<file path="config.mk">
export PLATFORM = sky130hd
export DESIGN_NAME = regbank_bitmod
export DESIGN_NICKNAME = d
export VERILOG_FILES = /design/src/rtl/regbank_pkg.sv /design/src/rtl/regbank_rst_sync.sv /design/src/rtl/regbank_addr_dec.sv /design/src/rtl/regbank_field.sv /design/src/rtl/regbank_rd_port.sv /design/src/rtl/regbank_bitmod.sv
export SDC_FILE = /design/constraint.sdc
export NUM_CORES = 1
export LEC_CHECK = 0
export BUFFER_PORTS_ARGS = -buffer_cell sky130_fd_sc_hd__buf_2
export CORE_AREA = 10 10 172 174
export CTS_BUF_LIST = sky130_fd_sc_hd__clkbuf_16
export DETAILED_ROUTE_END_ITERATION = 8
export DIE_AREA = 0 0 182 184
export GPL_TIMING_DRIVEN = 0
export SYNTH_ARGS = -nofsm -noshare
export SYNTH_HDL_FRONTEND = slang
export SYNTH_SLANG_ARGS = --single-unit
</file>
<file path="constraint.sdc">
create_clock -name clk -period 14.45 [get_ports clk]
set_input_delay 3.6125 -clock clk [delete_from_list [all_inputs] [get_ports clk]]
set_output_delay 3.6125 -clock clk [all_outputs]
set_load 0.005 [all_outputs]
</file>
<file path="src/rtl/regbank_pkg.sv">
package regbank_pkg;
  typedef enum logic [2:0] {
    WM_PLAIN = 3'd0,
    WM_SET1  = 3'd1,
    WM_CLR1  = 3'd2,
    WM_TGL1  = 3'd3,
    WM_SET0  = 3'd4,
    WM_CLR0  = 3'd5,
    WM_TGL0  = 3'd6,
    WM_SPARE = 3'd7
  } wmode_e;
endpackage

</file>
<file path="src/rtl/regbank_rst_sync.sv">
module regbank_rst_sync (
  input  logic clk,
  input  logic rst_n,
  output logic rst_sync_n
);
  logic [1:0] sync_q;

  always_ff @(posedge clk or negedge rst_n) begin
    if (!rst_n) sync_q <= 2'b00;
    else        sync_q <= {sync_q[0], 1'b1};
  end

  assign rst_sync_n = sync_q[1];
endmodule

</file>
<file path="src/rtl/regbank_addr_dec.sv">
module regbank_addr_dec #(
  parameter int NUM_REGS = 4,
  parameter int ADDR_W   = 4,
  localparam int IDX_W   = (NUM_REGS > 1) ? $clog2(NUM_REGS) : 1
) (
  input  logic [ADDR_W-1:0]   addr,
  input  logic                wen,
  output logic [NUM_REGS-1:0] wsel,
  output logic                hit,
  output logic [IDX_W-1:0]    idx
);
  always_comb begin
    hit = (int'(addr) < NUM_REGS);
    idx = IDX_W'(addr);
    for (int i = 0; i < NUM_REGS; i++) begin
      wsel[i] = wen && (int'(addr) == i);
    end
  end

  // at most one field is selected by a write
  always_comb begin
    a_r11_onehot_sel: assert ($onehot0(wsel));
  end
endmodule

</file>
<file path="src/rtl/regbank_field.sv">
module regbank_field
  import regbank_pkg::*;
#(
  parameter int          DW    = 32,
  parameter logic [2:0]  MODE  = 3'd0,
  parameter logic [DW-1:0] RESET = '0,
  localparam int NB = DW / 8
) (
  input  logic          clk,
  input  logic          rst_n,
  input  logic          wsel,
  input  logic [DW-1:0] wdata,
  input  logic [NB-1:0] wstrb,
  input  logic [DW-1:0] hw_set,
  input  logic [DW-1:0] hw_clr,
  output logic [DW-1:0] q
);
  logic [DW-1:0] q_r;
  logic [DW-1:0] wmask;
  logic [DW-1:0] sw_hit;
  logic [DW-1:0] sw_miss;
  logic [DW-1:0] sw_next;
  logic [DW-1:0] d_next;
  logic          upd_en;

  for (genvar b = 0; b < NB; b++) begin : g_mask
    assign wmask[8*b +: 8] = {8{wsel & wstrb[b]}};
  end

  assign sw_hit  = wmask & wdata;
  assign sw_miss = wmask & ~wdata;

  case (MODE)
    WM_SET1: begin : g_set1 assign sw_next = q_r | sw_hit;   end
    WM_CLR1: begin : g_clr1 assign sw_next = q_r & ~sw_hit;  end
    WM_TGL1: begin : g_tgl1 assign sw_next = q_r ^ sw_hit;   end
    WM_SET0: begin : g_set0 assign sw_next = q_r | sw_miss;  end
    WM_CLR0: begin : g_clr0 assign sw_next = q_r & ~sw_miss; end
    WM_TGL0: begin : g_tgl0 assign sw_next = q_r ^ sw_miss;  end
    default: begin : g_plain assign sw_next = (q_r & ~wmask) | sw_hit; end
  endcase

  always_comb begin
    d_next = (sw_next & ~hw_clr) | hw_set;
    upd_en = (|wmask) | (|hw_set) | (|hw_clr);
  end

  always_ff @(posedge clk or negedge rst_n) begin
    if (!rst_n)      q_r <= RESET;
    else if (upd_en) q_r <= d_next;
  end

  assign q = q_r;

  // hardware set bits always land, hardware clear bits land unless set
  a_r8_hw_set_lands: assert property (@(posedge clk) disable iff (!rst_n)
    (hw_set != '0) |=> ((q_r & $past(hw_set)) == $past(hw_set)));
  a_r8_hw_clr_lands: assert property (@(posedge clk) disable iff (!rst_n)
    ((hw_clr & ~hw_set) != '0) |=> ((q_r & $past(hw_clr & ~hw_set)) == '0));

  // an unstrobed byte without hardware events keeps its value
  for (genvar b = 0; b < NB; b++) begin : g_hold
    a_r7_byte_hold: assert property (@(posedge clk) disable iff (!rst_n)
      (!(wsel && wstrb[b]) && hw_set[8*b +: 8] == '0 && hw_clr[8*b +: 8] == '0)
      |=> $stable(q_r[8*b +: 8]));
  end

  if (MODE == WM_SET1 || MODE == WM_SET0) begin : g_chk_set
    // a set-mode field only loses bits through hardware clear
    a_r3_no_fall: assert property (@(posedge clk) disable iff (!rst_n)
      (hw_clr == '0) |=> ((q_r & $past(q_r)) == $past(q_r)));
  end
  if (MODE == WM_CLR1 || MODE == WM_CLR0) begin : g_chk_clr
    // a clear-mode field only gains bits through hardware set
    a_r4_no_rise: assert property (@(posedge clk) disable iff (!rst_n)
      (hw_set == '0) |=> ((q_r & ~$past(q_r)) == '0));
  end
endmodule

</file>
<file path="src/rtl/regbank_rd_port.sv">
module regbank_rd_port #(
  parameter int NUM_REGS = 4,
  parameter int DW       = 32,
  localparam int IDX_W   = (NUM_REGS > 1) ? $clog2(NUM_REGS) : 1
) (
  input  logic                   clk,
  input  logic                   rst_n,
  input  logic                   ren,
  input  logic                   hit,
  input  logic [IDX_W-1:0]       idx,
  input  logic [NUM_REGS*DW-1:0] fields,
  output logic [DW-1:0]          rdata
);
  logic [DW-1:0] rd_next;
  logic [DW-1:0] rdata_r;

  always_comb begin
    rd_next = '0;
    if (hit) rd_next = fields[int'(idx)*DW +: DW];
  end

  always_ff @(posedge clk or negedge rst_n) begin
    if (!rst_n)   rdata_r <= '0;
    else if (ren) rdata_r <= rd_next;
  end

  assign rdata = rdata_r;

  // unmapped reads return zero
  a_r10_unmapped_zero: assert property (@(posedge clk) disable iff (!rst_n)
    (ren && !hit) |=> (rdata_r == '0));
  // read data holds between reads
  a_r9_rdata_hold: assert property (@(posedge clk) disable iff (!rst_n)
    !ren |=> $stable(rdata_r));
endmodule

</file>
<file path="src/rtl/regbank_bitmod.sv">
module regbank_bitmod
  import regbank_pkg::*;
#(
  parameter int NUM_REGS = 4,
  parameter int DW       = 32,
  parameter int ADDR_W   = 4,
  parameter logic [NUM_REGS*3-1:0]  FIELD_MODES = {3'd3, 3'd2, 3'd1, 3'd0},
  parameter logic [NUM_REGS*DW-1:0] FIELD_RESET = '0,
  localparam int NB    = DW / 8,
  localparam int IDX_W = (NUM_REGS > 1) ? $clog2(NUM_REGS) : 1
) (
  input  logic                   clk,
  input  logic                   rst_n,
  input  logic [ADDR_W-1:0]      bus_addr,
  input  logic                   bus_wen,
  input  logic [DW-1:0]          bus_wdata,
  input  logic [NB-1:0]          bus_wstrb,
  input  logic                   bus_ren,
  output logic [DW-1:0]          bus_rdata,
  input  logic [NUM_REGS*DW-1:0] hw_set,
  input  logic [NUM_REGS*DW-1:0] hw_clr,
  output logic [NUM_REGS*DW-1:0] field_q
);
  logic                rst_sync_n;
  logic [NUM_REGS-1:0] wsel;
  logic                hit;
  logic [IDX_W-1:0]    idx;

  regbank_rst_sync u_rst (
    .clk        (clk),
    .rst_n      (rst_n),
    .rst_sync_n (rst_sync_n)
  );

  regbank_addr_dec #(.NUM_REGS(NUM_REGS), .ADDR_W(ADDR_W)) u_dec (
    .addr (bus_addr),
    .wen  (bus_wen),
    .wsel (wsel),
    .hit  (hit),
    .idx  (idx)
  );

  for (genvar i = 0; i < NUM_REGS; i++) begin : g_field
    regbank_field #(
      .DW    (DW),
      .MODE  (FIELD_MODES[3*i +: 3]),
      .RESET (FIELD_RESET[DW*i +: DW])
    ) u_field (
      .clk    (clk),
      .rst_n  (rst_sync_n),
      .wsel   (wsel[i]),
      .wdata  (bus_wdata),
      .wstrb  (bus_wstrb),
      .hw_set (hw_set[DW*i +: DW]),
      .hw_clr (hw_clr[DW*i +: DW]),
      .q      (field_q[DW*i +: DW])
    );
  end

  regbank_rd_port #(.NUM_REGS(NUM_REGS), .DW(DW)) u_rd (
    .clk    (clk),
    .rst_n  (rst_sync_n),
    .ren    (bus_ren),
    .hit    (hit),
    .idx    (idx),
    .fields (field_q),
    .rdata  (bus_rdata)
  );

  // a write to an unmapped address leaves every field stable
  a_r10_unmapped_write: assert property (@(posedge clk) disable iff (!rst_sync_n)
    (bus_wen && int'(bus_addr) >= NUM_REGS && hw_set == '0 && hw_clr == '0)
    |=> $stable(field_q));
endmodule

</file>
# Yosys cells after proc, flatten, opt, wreduce, memory -nomap -nowiden
# Cells that the tools add are included.
[word_totals]
output_inout_bits = 160
register_bits = 162
inputBits = 300
wordCells = 76
[op_classes]
shifts = 1
mux = 1
reduce_logical = 17
bitwise_logic = 47
order_cmp = 1
n_eq_ne = 3
[ops]
columns = ["op", "n"]
rows = [
  ["32-bit AND", 10],
  ["32-bit OR reduction", 8],
  ["32-bit inverter", 6],
  ["32-bit bitwise OR", 6],
  ["128-bit by 8-bit indexed part select with 32-bit output", 1],
  ["32-bit two-way mux", 1],
  ["32-bit XOR", 1],
  ["1-bit AND", 16],
  ["4-bit OR reduction", 4],
  ["4-bit by 3-bit equality test with 1-bit output, second input constant", 2],
  ["1-bit bitwise OR", 8],
  ["4-bit by 2-bit equality test with 1-bit output, second input constant", 1],
  ["1-bit logical AND", 4],
  ["4-bit zero test", 1],
  ["4-bit by 3-bit less-than comparator with 1-bit output, second input constant", 1],
]

# Longest topological paths before layout
# Gate-level depths: netlist (run 1).
[depth]
depth_word = 8
mapped_depth = 7
depth_no_buf = 3

# Hierarchy
# From an unflattened synthesis (run 1), not the netlist that was laid out.
[unflattened]
hier_cells = 696
area_unflattened_um2 = 8299.2
[by_module_without_submodules]
columns = ["mod", "area_each_um2", "n_inst", "cells_each", "seq_area_each_um2"]
rows = [
  ["regbank_rd_port", 2280.9, 1, 178, 800.8],
  ["regbank_field at g_field[0].u_field", 1625.3, 1, 135, 800.8],
  ["regbank_field at g_field[3].u_field", 1535.2, 1, 135, 800.8],
  ["regbank_field at g_field[2].u_field", 1422.6, 1, 135, 800.8],
  ["regbank_field at g_field[1].u_field", 1301.2, 1, 103, 800.8],
  ["regbank_addr_dec", 80.1, 1, 7, 0.0],
  ["regbank_rst_sync", 53.8, 1, 3, 50.0],
]

# Worst setup path before layout (run 1)
# Ideal clock, no wire load.
[synth_timing]
kind = "input port to flip-flop"
startpoint = "input port bus_addr[1]"
endpoint = "register g_field[3].u_field.q_r[0]"
t_arrival_ps = 4580
n_path_buf = 3
slack_ps = 9744
required_ps = 14324
setup_ps = 126
path_stages = 6
cell_sequence = "buf_4 and2_1 buf_6 and2_1 buf_6 a311o_1"
[synth_via]
elab_chain_len = 7
elab_cells_between_ends = 13
cone_classes = "eq/ne: 1; bitwise: 10; reduce/logical: 2"
[synth_rtl]
columns = ["item", "line_no", "text"]
rows = [
  ["start: declaration", "regbank_bitmod.sv:14", "input logic [ADDR_W-1:0] bus_addr,"],
  ["4-bit by 3-bit equality test with 1-bit output *", "regbank_addr_dec.sv:16", "wsel[i] = wen && (int'(addr) == i);"],
  ["1-bit logical AND *", "regbank_addr_dec.sv:16", ""],
  ["1-bit AND", "regbank_field.sv:27", "assign wmask[8*b +: 8] = {8{wsel & wstrb[b]}};"],
  ["32-bit AND", "regbank_field.sv:30", "assign sw_hit = wmask & wdata;"],
  ["32-bit XOR", "regbank_field.sv:36", "WM_TGL1: begin : g_tgl1 assign sw_next = q_r ^ sw_hit; end"],
  ["32-bit AND", "regbank_field.sv:44", "d_next = (sw_next & ~hw_clr) | hw_set;"],
  ["32-bit bitwise OR", "regbank_field.sv:44", ""],
  ["end signal: assignment", "regbank_field.sv:50", "else if (upd_en) q_r <= d_next;"],
  ["end: declaration", "regbank_field.sv:18", "logic [DW-1:0] q_r;"],
]
# Mark *: on every way between the ends. The rest lies on a longest branch, timed or not.
# A chain may end at the register's enable or synchronous reset.

# Worst setup path in the final report (run 1)
[layout_timing]
startpoint = "input port bus_addr[1]"
endpoint = "register g_field[3].u_field.q_r[25]"
# Same word-level chain as after synthesis.

==> tab_implementation.tex, run 1 <==
\begin{tabular}{lr}
\hline
Metric & Value \\
\hline
\multicolumn{2}{l}{\textbf{Clock tree}} \\
\quad Clk buf depth & 2 \\
\quad H-Tree Depth & 4 \\
\quad Root buffer cell & clkbuf\_16 \\
\quad Worst-path clk slew & 70 ps \\
\quad Cts hold-fix bufs & 0 \\
\quad Post-cts repair resize count & 0 \\
\quad Clock buffer count from CTS & 17 \\
\quad Clock tree sinks & 162 \\
\quad Later-pin clock latency in the skew report & 420 ps \\
\quad Post-CTS Setup Inserts & 0 \\
\quad CTS tree & yes \\
\multicolumn{2}{l}{\textbf{Yosys}} \\
\quad Share of the yosys chip area belonging to registers & 48.7\% \\
\quad Gate Count Post-Synth & 749 \\
\quad Unique masters post-synth & 30 \\
\quad Flop and latch count out of synthesis & 162 \\
\quad Net Count, Synth & 1049 \\
\quad Area of the mapped netlist & 0.00833 mm\^{}2 \\
\quad Yosys warns & 0 \\
\quad Leading post-synthesis cells by cell area & dfrtp\_1 (49\%), mux4\_2 (8.7\%), inv\_1 (7.2\%) \\
\quad Cell type with the highest aggregate area in the netlist & dfrtp\_1 \\
\quad Area share of the leading cell type in the synthesized netlist & 48.7\% \\
\quad Syn\_area\_per\_cell & 11.1 um\^{}2 \\
\multicolumn{2}{l}{\textbf{Route}} \\
\quad Detail-routed net length per standard cell & 25.3 um \\
\quad Remaining antenna violation count after routing & 0 \\
\quad \# DRC & 0 \\
\quad Drt first pass iters & 5 \\
\quad DRC violation total after the first TritonRoute iteration & 597 \\
\quad DR vias & 8321 \\
\quad Sum of routed wire length over all layers & 39.9 mm \\
\quad Vias/cell & 5.28 \\
\multicolumn{2}{l}{\textbf{Final layout}} \\
\quad Share of final-layout standard cells stronger than drive strength 1 & 45.7\% \\
\quad Number of fill cells & 2534 \\
\quad Register Area & 0.00406 mm\^{}2 \\
\quad Share of the core filled with cells in the final layout & 44.9\% \\
\quad Signed area change from the synthesized netlist to the final layout & 39.6\% \\
\quad Final std cells w/o fill & 1576 \\
\quad Multi-input logic area & 0.00336 mm\^{}2 \\
\quad Post-layout net count & 1526 \\
\multicolumn{2}{l}{\textbf{Floorplan}} \\
\quad Width of the die & 182 um \\
\quad Height of the chip & 184 um \\
\quad Row Count & 59 \\
\quad Die area & 0.0335 mm\^{}2 \\
\quad Core ar. & 0.0259 mm\^{}2 \\
\quad Initial Util & 32.1\% \\
\quad Boundary Pins & 460 \\
\multicolumn{2}{l}{\textbf{Job}} \\
\quad Max-cap violations & 0 \\
\multicolumn{2}{l}{\textbf{Critical path}} \\
\quad Endpoint required time on the critical path & 14800 ps \\
\quad Sort of element at the start of the critical path & primary input \\
\quad Data arrival time of the worst path & 5310 ps \\
\quad Critical Path Sink Type & flop \\
\quad CP Class & primary input to flop \\
\quad Biggest fanout along the worst timing path & 10 \\
\multicolumn{2}{l}{\textbf{Global routing}} \\
\quad Wire length of the first global-routing pass & 58.1 mm \\
\quad Vias in the first global route & 8786 \\
\quad Antenna violations before repair & 2 \\
\quad Maximum number of pins on one net before global-route repair & 65 \\
\quad GR Overflow Total & 0 \\
\quad Gr usage total & 22.8\% \\
\multicolumn{2}{l}{\textbf{Power}} \\
\quad Leak Pwr & 0.00581 uW \\
\quad Internal power contribution & 811 uW \\
\quad Power density cells & 99.5 mW/mm\^{}2 \\
\quad Switching part of the total power & 29.9\% \\
\quad Share of power burned in combinational logic & 18.2\% \\
\quad Sequential cell fraction of total power & 44.6\% \\
\quad Clock network power share & 37.2\% \\
\quad Maximum VDD drop & 0.0713 mV \\
\quad Switching Power & 346 uW \\
\multicolumn{2}{l}{\textbf{Placed design}} \\
\quad Post-DP HPWL & 31.3 mm \\
\quad Placed Instances & 1542 \\
\quad Placer congestion estimate & 0.856 \\
\quad IO buf count & 456 \\
\multicolumn{2}{l}{\textbf{STA}} \\
\quad Final Max Slew Viols & 0 \\
\quad Relative slew slack & 49.7\% \\
\quad Unrepaired setup endpoints after global routing & false \\
\quad Count of endpoints failing hold in the final timing report & 0 \\
\quad Shortest period the worst path allows & 4950 ps \\
\quad Worst slack on hold paths & 353 ps \\
\quad Slew of the pin with the lowest slew margin & 754 ps \\
\quad Final setup violation count & 0 \\
\quad Achievable Freq & 0.202 GHz \\
\quad Final worst path period share & 34.3\% \\
\quad Final TNS setup & 0 ps \\
\quad Post-Route Skew & 12.8 ps \\
\multicolumn{2}{l}{\textbf{Hold path}} \\
\quad Type of the most critical hold path & flop to flop \\
\multicolumn{2}{l}{\textbf{Run status}} \\
\quad Status & completed \\
\hline
\end{tabular}
area by class of cell:
class,count,area share [%]
Buffer,45,2.70
Clock inverter,15,0.947
Timing Repair Buffer,458,20.1
Multi-Input combinational cell,383,28.9
Clock buffer,17,3.66
Sequential cell,162,34.9
Tap cell,335,3.61
Inverter,159,5.13
Antenna cell,2,0.0430
cells in the mapped netlist (all sizes together):
| cell | count |
|---|---|
| dfrtp | 162 |
| inv | 159 |
| a311o | 58 |
| nand3 | 38 |
| buf | 36 |
| a311oi | 32 |
| a31o | 32 |
| a31oi | 32 |
| mux4 | 32 |
| o21bai | 32 |
| o22ai | 32 |
| and4 | 31 |
| nor2 | 31 |
| clkbuf | 9 |
| nand2 | 6 |
| nor4 | 6 |
| or3 | 6 |
| and4bb | 4 |
| nand4bb | 3 |
| nor2b | 3 |
| and2 | 2 |
| a21oi | 1 |
| conb | 1 |
| nand2b | 1 |
routing by layer:
metal	GRT usage (%)	wire length, um
met1	28.0	16300
met2	39.2	20200
met3	6.18	2860
met4	4.95	442
met5	0	0
power groups by stage:
stage | Sequential (uW) | Clock, uW | Combinational, uW
after floorplan | 525 | 0 | 83.6
after global placement | 530 | 0 | 202
after detailed placement | 524 | 0 | 212
after CTS | 516 | 438 | 213
after global routing | 521 | 459 | 230
final | 516 | 431 | 210
per-stage QoR:
step                area, um^2  power [uW]  setup slack (ps)
global placement         11000         731              7290
global route             11600        1210              9380
CTS                      11600        1170              9460
finish                   11600        1160              9500
floorplan                 8330         608              9600
detailed placement       11100         736              9010
worst max-delay path: stages:
cell and delay [ps]:
buf_4 150, buf_2 350, nand2_1 290, nor2_1 610, a311o_1 280
sequential cells by signal (all words and copies together), names as in the netlist:
register	cells
g_field.u_field.q	128
u_rd.rdata	32
u_rst.sync_q	2
worst paths after layout:
path                                     startpoint                  endpoint  slack [ps]  cells past startpoint
max                                     bus_addr[1]  g_field[3].u_field.q[25]        9500                      5
min                                 u_rst.sync_q[0]           u_rst.sync_q[1]         350                      0
max reg2reg                g_field[3].u_field.q[18]            u_rd.rdata[18]       13190                      3
min reg2reg                         u_rst.sync_q[0]           u_rst.sync_q[1]         350                      0
max in group asynchronous                     rst_n           u_rst.sync_q[1]       11390                      1
min in group asynchronous           u_rst.sync_q[1]  g_field[3].u_field.q[29]         360                      0
cell usage in the layout (no fill, tap or decap), types with 3 or more instances in the layout:
cell,Yosys,routed
nand3_1,38,38
buf_6,11,11
clkbuf_16,0,17
or3_1,6,6
a31o_1,30,30
o21bai_1,32,32
buf_4,13,13
a31oi_1,32,32
nor2b_1,3,3
a311oi_1,32,32
and4bb_4,4,4
nor2_1,30,30
inv_6,0,4
nand2_4,4,4
clkinvlp_4,0,5
and4_1,31,31
a311o_1,58,58
buf_2,11,467
nor4_1,6,6
nand4bb_1,3,3
o22ai_1,32,32
dfrtp_1,162,161
clkinv_4,0,3
clkbuf_1,9,9
inv_1,159,161
mux4_2,32,32
cells by family after synthesis:
group / synth area share (%)
and+or+nand+nor: 10.2
AOI/OAI and AO/OA: 21.5
muxes: 8.66
other: 0.0450
buffers and inverters: 10.9
DFF: 48.7
Note: power is estimated with default switching activity, not from simulation.
==> run 2: changes to the inputs <==
- clock period: 14.45 -> 4.4 ns (I/O delays scaled with it)
==> tab_implementation.tex, run 2 (synthesized netlist as in run 1, its figures left out) <==
\begin{tabular}{lr}
\hline
Metric & Value \\
\hline
\multicolumn{2}{l}{\textbf{Power}} \\
\quad Leak Pwr & 0.00581 uW (about the same) \\
\quad Power density cells & 326 mW/mm\^{}2 (was 99.5 mW/mm\^{}2) \\
\quad Switching part of the total power & 29.7\% (was 29.9\%) \\
\quad Sequential cell fraction of total power & 44.8\% (was 44.6\%) \\
\quad Maximum VDD drop & 0.193 mV (was 0.0713 mV) \\
\quad Share of power burned in combinational logic & 18.2\% (about the same) \\
\quad Internal power contribution & 2660 uW (was 811 uW) \\
\quad Switching Power & 1120 uW (was 346 uW) \\
\quad Design Power & 3790 uW (was 1160 uW) \\
\quad Clock network power share & 37.0\% (was 37.2\%) \\
\multicolumn{2}{l}{\textbf{Placed design}} \\
\quad IO buf count & 456 (unchanged) \\
\quad Post-DP HPWL & 31.7 mm (was 31.3 mm) \\
\quad Placed cell areas & 0.0111 mm\^{}2 (unchanged) \\
\quad Placer congestion estimate & 0.848 (was 0.856) \\
\multicolumn{2}{l}{\textbf{Global routing}} \\
\quad GR Overflow Total & 0 (unchanged) \\
\quad Vias in the first global route & 9119 (was 8786) \\
\quad Maximum number of pins on one net before global-route repair & 65 (unchanged) \\
\quad Wire length of the first global-routing pass & 58.1 mm (about the same) \\
\quad Gr usage total & 22.7\% (was 22.8\%) \\
\quad Antenna violations before repair & 4 (was 2) \\
\multicolumn{2}{l}{\textbf{STA}} \\
\quad Worst slack on hold paths & 328 ps (was 353 ps) \\
\quad Final setup violation count & 0 (unchanged) \\
\quad Post-Route Skew & 12.2 ps (was 12.8 ps) \\
\quad Final TNS setup & 0 ps (unchanged) \\
\quad Unrepaired setup endpoints after global routing & false (unchanged) \\
\quad Achievable Freq & 0.405 GHz \\
\quad Count of endpoints failing hold in the final timing report & 0 (unchanged) \\
\quad Shortest period the worst path allows & 2470 ps \\
\quad Final Max Slew Viols & 0 (unchanged) \\
\quad Relative slew slack & 46.4\% (was 49.7\%) \\
\quad Slew of the pin with the lowest slew margin & 801 ps (was 754 ps) \\
\quad Final worst path period share & 56.1\% \\
\multicolumn{2}{l}{\textbf{Route}} \\
\quad \# DRC & 0 (unchanged) \\
\quad DR vias & 8376 (was 8321) \\
\quad DRC violation total after the first TritonRoute iteration & 643 (was 597) \\
\quad Sum of routed wire length over all layers & 39.7 mm (was 39.9 mm) \\
\quad Vias/cell & 5.31 (was 5.28) \\
\quad Remaining antenna violation count after routing & 0 (unchanged) \\
\quad Detail-routed net length per standard cell & 25.2 um (was 25.3 um) \\
\quad Drt first pass iters & 5 (unchanged) \\
\multicolumn{2}{l}{\textbf{Clock tree}} \\
\quad Clk buf depth & 2 (unchanged) \\
\quad Worst-path clk slew & 70 ps (about the same) \\
\quad Cts hold-fix bufs & 0 (unchanged) \\
\quad H-Tree Depth & 4 (unchanged) \\
\quad Later-pin clock latency in the skew report & 420 ps (about the same) \\
\quad Clock tree sinks & 162 (unchanged) \\
\quad Root buffer cell & clkbuf\_16 (unchanged) \\
\quad Clock buffer count from CTS & 17 (unchanged) \\
\quad Post-CTS Setup Inserts & 0 (unchanged) \\
\quad Post-cts repair resize count & 0 (unchanged) \\
\quad CTS tree & yes (unchanged) \\
\multicolumn{2}{l}{\textbf{Final layout}} \\
\quad Multi-input logic area & 0.00336 mm\^{}2 (unchanged) \\
\quad Non-Filler Cell Area, Final & 0.0116 mm\^{}2 (about the same) \\
\quad Signed area change from the synthesized netlist to the final layout & 39.7\% (was 39.6\%) \\
\quad Highest-count cells in the layout ignoring fill and taps & buf\_2 (467), inv\_1 (161), dfrtp\_1 (161) (unchanged) \\
\quad Number of flip-flops in the largest register & 128 (unchanged) \\
\quad Share of final-layout standard cells stronger than drive strength 1 & 45.7\% (about the same) \\
\quad Number of fill cells & 2565 (was 2534) \\
\quad Post-layout net count & 1526 (unchanged) \\
\quad Register Area & 0.00406 mm\^{}2 (unchanged) \\
\quad Most common library cell in the layout ignoring fill and taps & buf\_2 (unchanged) \\
\multicolumn{2}{l}{\textbf{Floorplan}} \\
\quad Initial Util & 32.1\% (unchanged) \\
\quad Core ar. & 0.0259 mm\^{}2 (unchanged) \\
\quad Row Count & 59 (unchanged) \\
\quad Height of the chip & 184 um (unchanged) \\
\quad Boundary Pins & 460 (unchanged) \\
\quad Width of the die & 182 um (unchanged) \\
\quad Die area & 0.0335 mm\^{}2 (unchanged) \\
\multicolumn{2}{l}{\textbf{Critical path}} \\
\quad Critical-path cell with the highest stage delay & nor2\_1 (unchanged) \\
\quad Endpoint required time on the critical path & 4750 ps (was 14800 ps) \\
\quad Buf/Inv on CP & 2 (unchanged) \\
\quad CP Class & primary input to flop (unchanged) \\
\quad Biggest fanout along the worst timing path & 10 (unchanged) \\
\quad Cell chain of the critical path & buf\_4 > buf\_2 > nand2\_1 > nor2\_1 > a311o\_1 (unchanged) \\
\quad Cell type group with the largest total delay on the critical path & simple AND/OR/NAND/NOR gates (unchanged) \\
\quad Data arrival time of the worst path & 2820 ps (was 5310 ps) \\
\quad Critical Path Sink Type & flop (unchanged) \\
\quad Largest stage delay on the critical path & 670 ps (was 610 ps) \\
\quad Sort of element at the start of the critical path & primary input (unchanged) \\
\multicolumn{2}{l}{\textbf{Hold path}} \\
\quad Type of the most critical hold path & flop to asynchronous set/reset pin (was flop to flop) \\
\multicolumn{2}{l}{\textbf{Run status}} \\
\quad Status & completed (unchanged) \\
\multicolumn{2}{l}{\textbf{Job}} \\
\quad Max-cap violations & 0 (unchanged) \\
\hline
\end{tabular}
run 2: cell count changes in the layout (fill, tap and decap cells not counted), sizes merged:
cell	delta
clkinvlp	+1
diode	+2
clkinv	-2
run 2: worst paths after layout:
kind,startpoint,end,slack [ps],depth (start not counted)
max,bus_addr[1],g_field[3].u_field.q[10],1930,5
min,u_rst.sync_q[1],g_field[2].u_field.q[28],330,0
max reg2reg,g_field[3].u_field.q[29],u_rd.rdata[29],3140,3
min reg2reg,u_rst.sync_q[1],g_field[2].u_field.q[28],330,0
max in group asynchronous,u_rst.sync_q[1],g_field[1].u_field.q[15],3300,1
min in group clk,u_rst.sync_q[0],u_rst.sync_q[1],360,0
run 2: layer usage:
layer  track usage [%]  share of wire (%)
met5                 0                  0
met4              6.77                1.9
met3              6.46                8.5
met2              39.5                 51
met1              26.6                 39
run 2: final cells by class:
| cell class | count | share of cell area, % |
|---|---|---|
| Timing Repair Buffer | 458 | 20.1 |
| Clock inverter | 14 | 0.925 |
| Buffer | 45 | 2.70 |
| Sequential cell | 162 | 34.9 |
| Clock buffer | 17 | 3.66 |
| Tap cell | 335 | 3.60 |
| Antenna cell | 4 | 0.0861 |
| Inverter | 159 | 5.13 |
| Multi-Input combinational cell | 383 | 28.9 |
run 2: stage by stage:
step	utilization (%)	worst slack [ps]	std cells
after CTS	44.8	1940	1573
after floorplan	-	1720	749
after global routing	44.9	1880	1577
after global placement	42.6	434	1540
after detailed placement	42.8	1500	1542
final	44.9	1930	1577
run 2: power groups by stage:
stage	Combinational, uW	Sequential (uW)	Clock [uW]
detailed placement	696	1720	0
CTS	699	1690	1440
global placement	659	1740	0
floorplan	275	1720	0
finish	689	1700	1400
global route	758	1710	1500
==> run 3: changes to the inputs <==
- clock period: 4.4 -> 2.1 ns (I/O delays scaled with it)
==> tab_implementation.tex, run 3 (synthesized netlist as in run 1, its figures left out) <==
\begin{tabular}{lr}
\hline
Metric & Value \\
\hline
\multicolumn{2}{l}{\textbf{Run status}} \\
\quad Status & completed (unchanged) \\
\multicolumn{2}{l}{\textbf{Final layout}} \\
\quad Post-layout net count & 1527 (was 1526) \\
\quad Share of final-layout standard cells stronger than drive strength 1 & 45.7\% (about the same) \\
\quad Most common library cell in the layout ignoring fill and taps & buf\_2 (unchanged) \\
\quad Signed area change from the synthesized netlist to the final layout & 39.8\% (was 39.7\%) \\
\quad Final std cells w/o fill & 1579 (was 1577) \\
\quad Highest-count cells in the layout ignoring fill and taps & buf\_2 (467), dfrtp\_1 (161), inv\_1 (160) (was buf\_2 (467), inv\_1 (161), dfrtp\_1 (161)) \\
\quad Share of the core filled with cells in the final layout & 44.9\% (about the same) \\
\quad Number of fill cells & 2569 (was 2565) \\
\quad Number of flip-flops in the largest register & 128 (unchanged) \\
\multicolumn{2}{l}{\textbf{Global routing}} \\
\quad GR Overflow Total & 0 (unchanged) \\
\quad Maximum number of pins on one net before global-route repair & 66 (was 65) \\
\quad Gr usage total & 22.8\% (was 22.7\%) \\
\quad Wire length of the first global-routing pass & 58.2 mm (was 58.1 mm) \\
\quad Antenna violations before repair & 6 (was 4) \\
\quad Vias in the first global route & 9008 (was 9119) \\
\multicolumn{2}{l}{\textbf{Route}} \\
\quad Vias/cell & 5.33 (was 5.31) \\
\quad Remaining antenna violation count after routing & 0 (unchanged) \\
\quad Sum of routed wire length over all layers & 39.7 mm (about the same) \\
\quad DRC violation total after the first TritonRoute iteration & 621 (was 643) \\
\quad Detail-routed net length per standard cell & 25.1 um (was 25.2 um) \\
\quad Drt first pass iters & 5 (unchanged) \\
\quad \# DRC & 0 (unchanged) \\
\quad DR vias & 8409 (was 8376) \\
\multicolumn{2}{l}{\textbf{Floorplan}} \\
\quad Width of the die & 182 um (unchanged) \\
\quad Height of the chip & 184 um (unchanged) \\
\quad Boundary Pins & 460 (unchanged) \\
\quad Die area & 0.0335 mm\^{}2 (unchanged) \\
\quad Row Count & 59 (unchanged) \\
\quad Initial Util & 32.1\% (unchanged) \\
\quad Core ar. & 0.0259 mm\^{}2 (unchanged) \\
\multicolumn{2}{l}{\textbf{Power}} \\
\quad Clock network power share & 37.0\% (about the same) \\
\quad Share of power burned in combinational logic & 18.2\% (about the same) \\
\quad Power density cells & 682 mW/mm\^{}2 (was 326 mW/mm\^{}2) \\
\quad Switching part of the total power & 29.8\% (was 29.7\%) \\
\quad Sequential cell fraction of total power & 44.8\% (about the same) \\
\quad Leak Pwr & 0.00581 uW (about the same) \\
\quad Design Power & 7940 uW (was 3790 uW) \\
\quad Internal power contribution & 5580 uW (was 2660 uW) \\
\quad Switching Power & 2370 uW (was 1120 uW) \\
\quad Maximum VDD drop & 0.370 mV (was 0.193 mV) \\
\multicolumn{2}{l}{\textbf{STA}} \\
\quad Count of endpoints failing hold in the final timing report & 0 (unchanged) \\
\quad Final worst path period share & 87.8\% \\
\quad Final worst setup slack & 255 ps (was 1930 ps) \\
\quad Relative slew slack & 48.6\% (was 46.4\%) \\
\quad Slew of the pin with the lowest slew margin & 771 ps (was 801 ps) \\
\quad Unrepaired setup endpoints after global routing & false (unchanged) \\
\quad Final setup violation count & 0 (unchanged) \\
\quad Achievable Freq & 0.542 GHz \\
\quad Final TNS setup & 0 ps (unchanged) \\
\quad Final Max Slew Viols & 0 (unchanged) \\
\quad Post-Route Skew & 12.5 ps (was 12.2 ps) \\
\quad Shortest period the worst path allows & 1840 ps \\
\multicolumn{2}{l}{\textbf{Clock tree}} \\
\quad Later-pin clock latency in the skew report & 420 ps (about the same) \\
\quad Worst-path clk slew & 70 ps (about the same) \\
\quad Post-cts repair resize count & 0 (unchanged) \\
\quad Clock buffer count from CTS & 17 (unchanged) \\
\quad CTS tree & yes (unchanged) \\
\quad Clock tree sinks & 162 (unchanged) \\
\quad H-Tree Depth & 4 (unchanged) \\
\quad Root buffer cell & clkbuf\_16 (unchanged) \\
\quad Clk buf depth & 2 (unchanged) \\
\multicolumn{2}{l}{\textbf{Placed design}} \\
\quad IO buf count & 456 (unchanged) \\
\quad Worst slack at placement & -234 ps (was 1500 ps) \\
\quad Placer congestion estimate & 0.876 (was 0.848) \\
\quad Placed Instances & 1542 (unchanged) \\
\quad Post-DP HPWL & 31.4 mm (was 31.7 mm) \\
\multicolumn{2}{l}{\textbf{Critical path}} \\
\quad R2r setup slk & 860 ps (was 3140 ps) \\
\quad Startpoint of the most critical register-to-register path & g\_field[3].u\_field.q[29] (unchanged) \\
\quad Endpoint required time on the critical path & 2450 ps (was 4750 ps) \\
\quad CP Class & primary input to flop (unchanged) \\
\quad Sort of element at the start of the critical path & primary input (unchanged) \\
\quad Crit path from & bus\_addr[1] (unchanged) \\
\quad Biggest fanout along the worst timing path & 10 (unchanged) \\
\quad Critical Path Sink Type & flop (unchanged) \\
\quad Data arrival time of the worst path & 2200 ps (was 2820 ps) \\
\multicolumn{2}{l}{\textbf{Hold path}} \\
\quad Source of the worst hold timing path & hw\_clr[63] \\
\quad Type of the most critical hold path & primary input to flop (was flop to asynchronous set/reset pin) \\
\multicolumn{2}{l}{\textbf{Job}} \\
\quad Max-cap violations & 0 (unchanged) \\
\hline
\end{tabular}
[run 3: worst paths after layout]
path                                             to  cells past startpoint
max reg2reg                          u_rd.rdata[29]                      3
min reg2reg                g_field[1].u_field.q[25]                      0
min in group asynchronous  g_field[1].u_field.q[25]                      0
max                        g_field[3].u_field.q[27]                      5
max in group asynchronous            u_rd.rdata[19]                      1
min                        g_field[1].u_field.q[31]                      2
[run 3: repair_timing]
| item | CTS | global route |
|---|---|---|
| setup buffers | 0 | 0 |
| hold buffers | 1 | 0 |
| hold endpoints to repair | 2 | 0 |
[run 3: critical path, cell delays in order]
cell and delay (ps):
buf_4 150, buf_2 350, nand2_1 270, nor2_1 600, a311o_1 290
[run 3: power by group through the flow]
| stage | sequential [uW] | clock, uW | combinational (uW) |
|---|---|---|---|
| finish | 3560 | 2940 | 1440 |
| detailed placement | 3610 | 0 | 1460 |
| CTS | 3550 | 3030 | 1470 |
| global placement | 3650 | 0 | 1380 |
| global route | 3590 | 3150 | 1590 |
| floorplan | 3610 | 0 | 575 |
[run 3: layout make-up]
class,instances,area [um^2],area share (%)
tap,335,419,3.60
clock buffer,17,425,3.65
timing repair buffer,459,2350,20.2
inverter,159,597,5.13
antenna,5,12.5,0.107
multi-input combinational,383,3360,28.9
clock inverter,14,106,0.914
sequential,162,4060,34.9
buffer,45,314,2.70
[run 3: stage by stage]
step           hold WS [ps]  instance area (um^2)
6_report                276                 11600
3_3_place_gp            312                 11000
2_1_floorplan           229                  8330
5_1_grt                 248                 11600
4_1_cts                 249                 11600
3_5_place_dp            312                 11100
[run 3: metal layers]
| metal | GRT usage, % | wire length [um] | up-vias |
|---|---|---|---|
| met5 | 0 | 13 | - |
| met4 | 4.98 | 428 | 2 |
| met3 | 6.97 | 3110 | 30 |
| met2 | 39.6 | 20300 | 394 |
| met1 | 27.1 | 15900 | 4207 |
| li1 | - | - | 3776 |
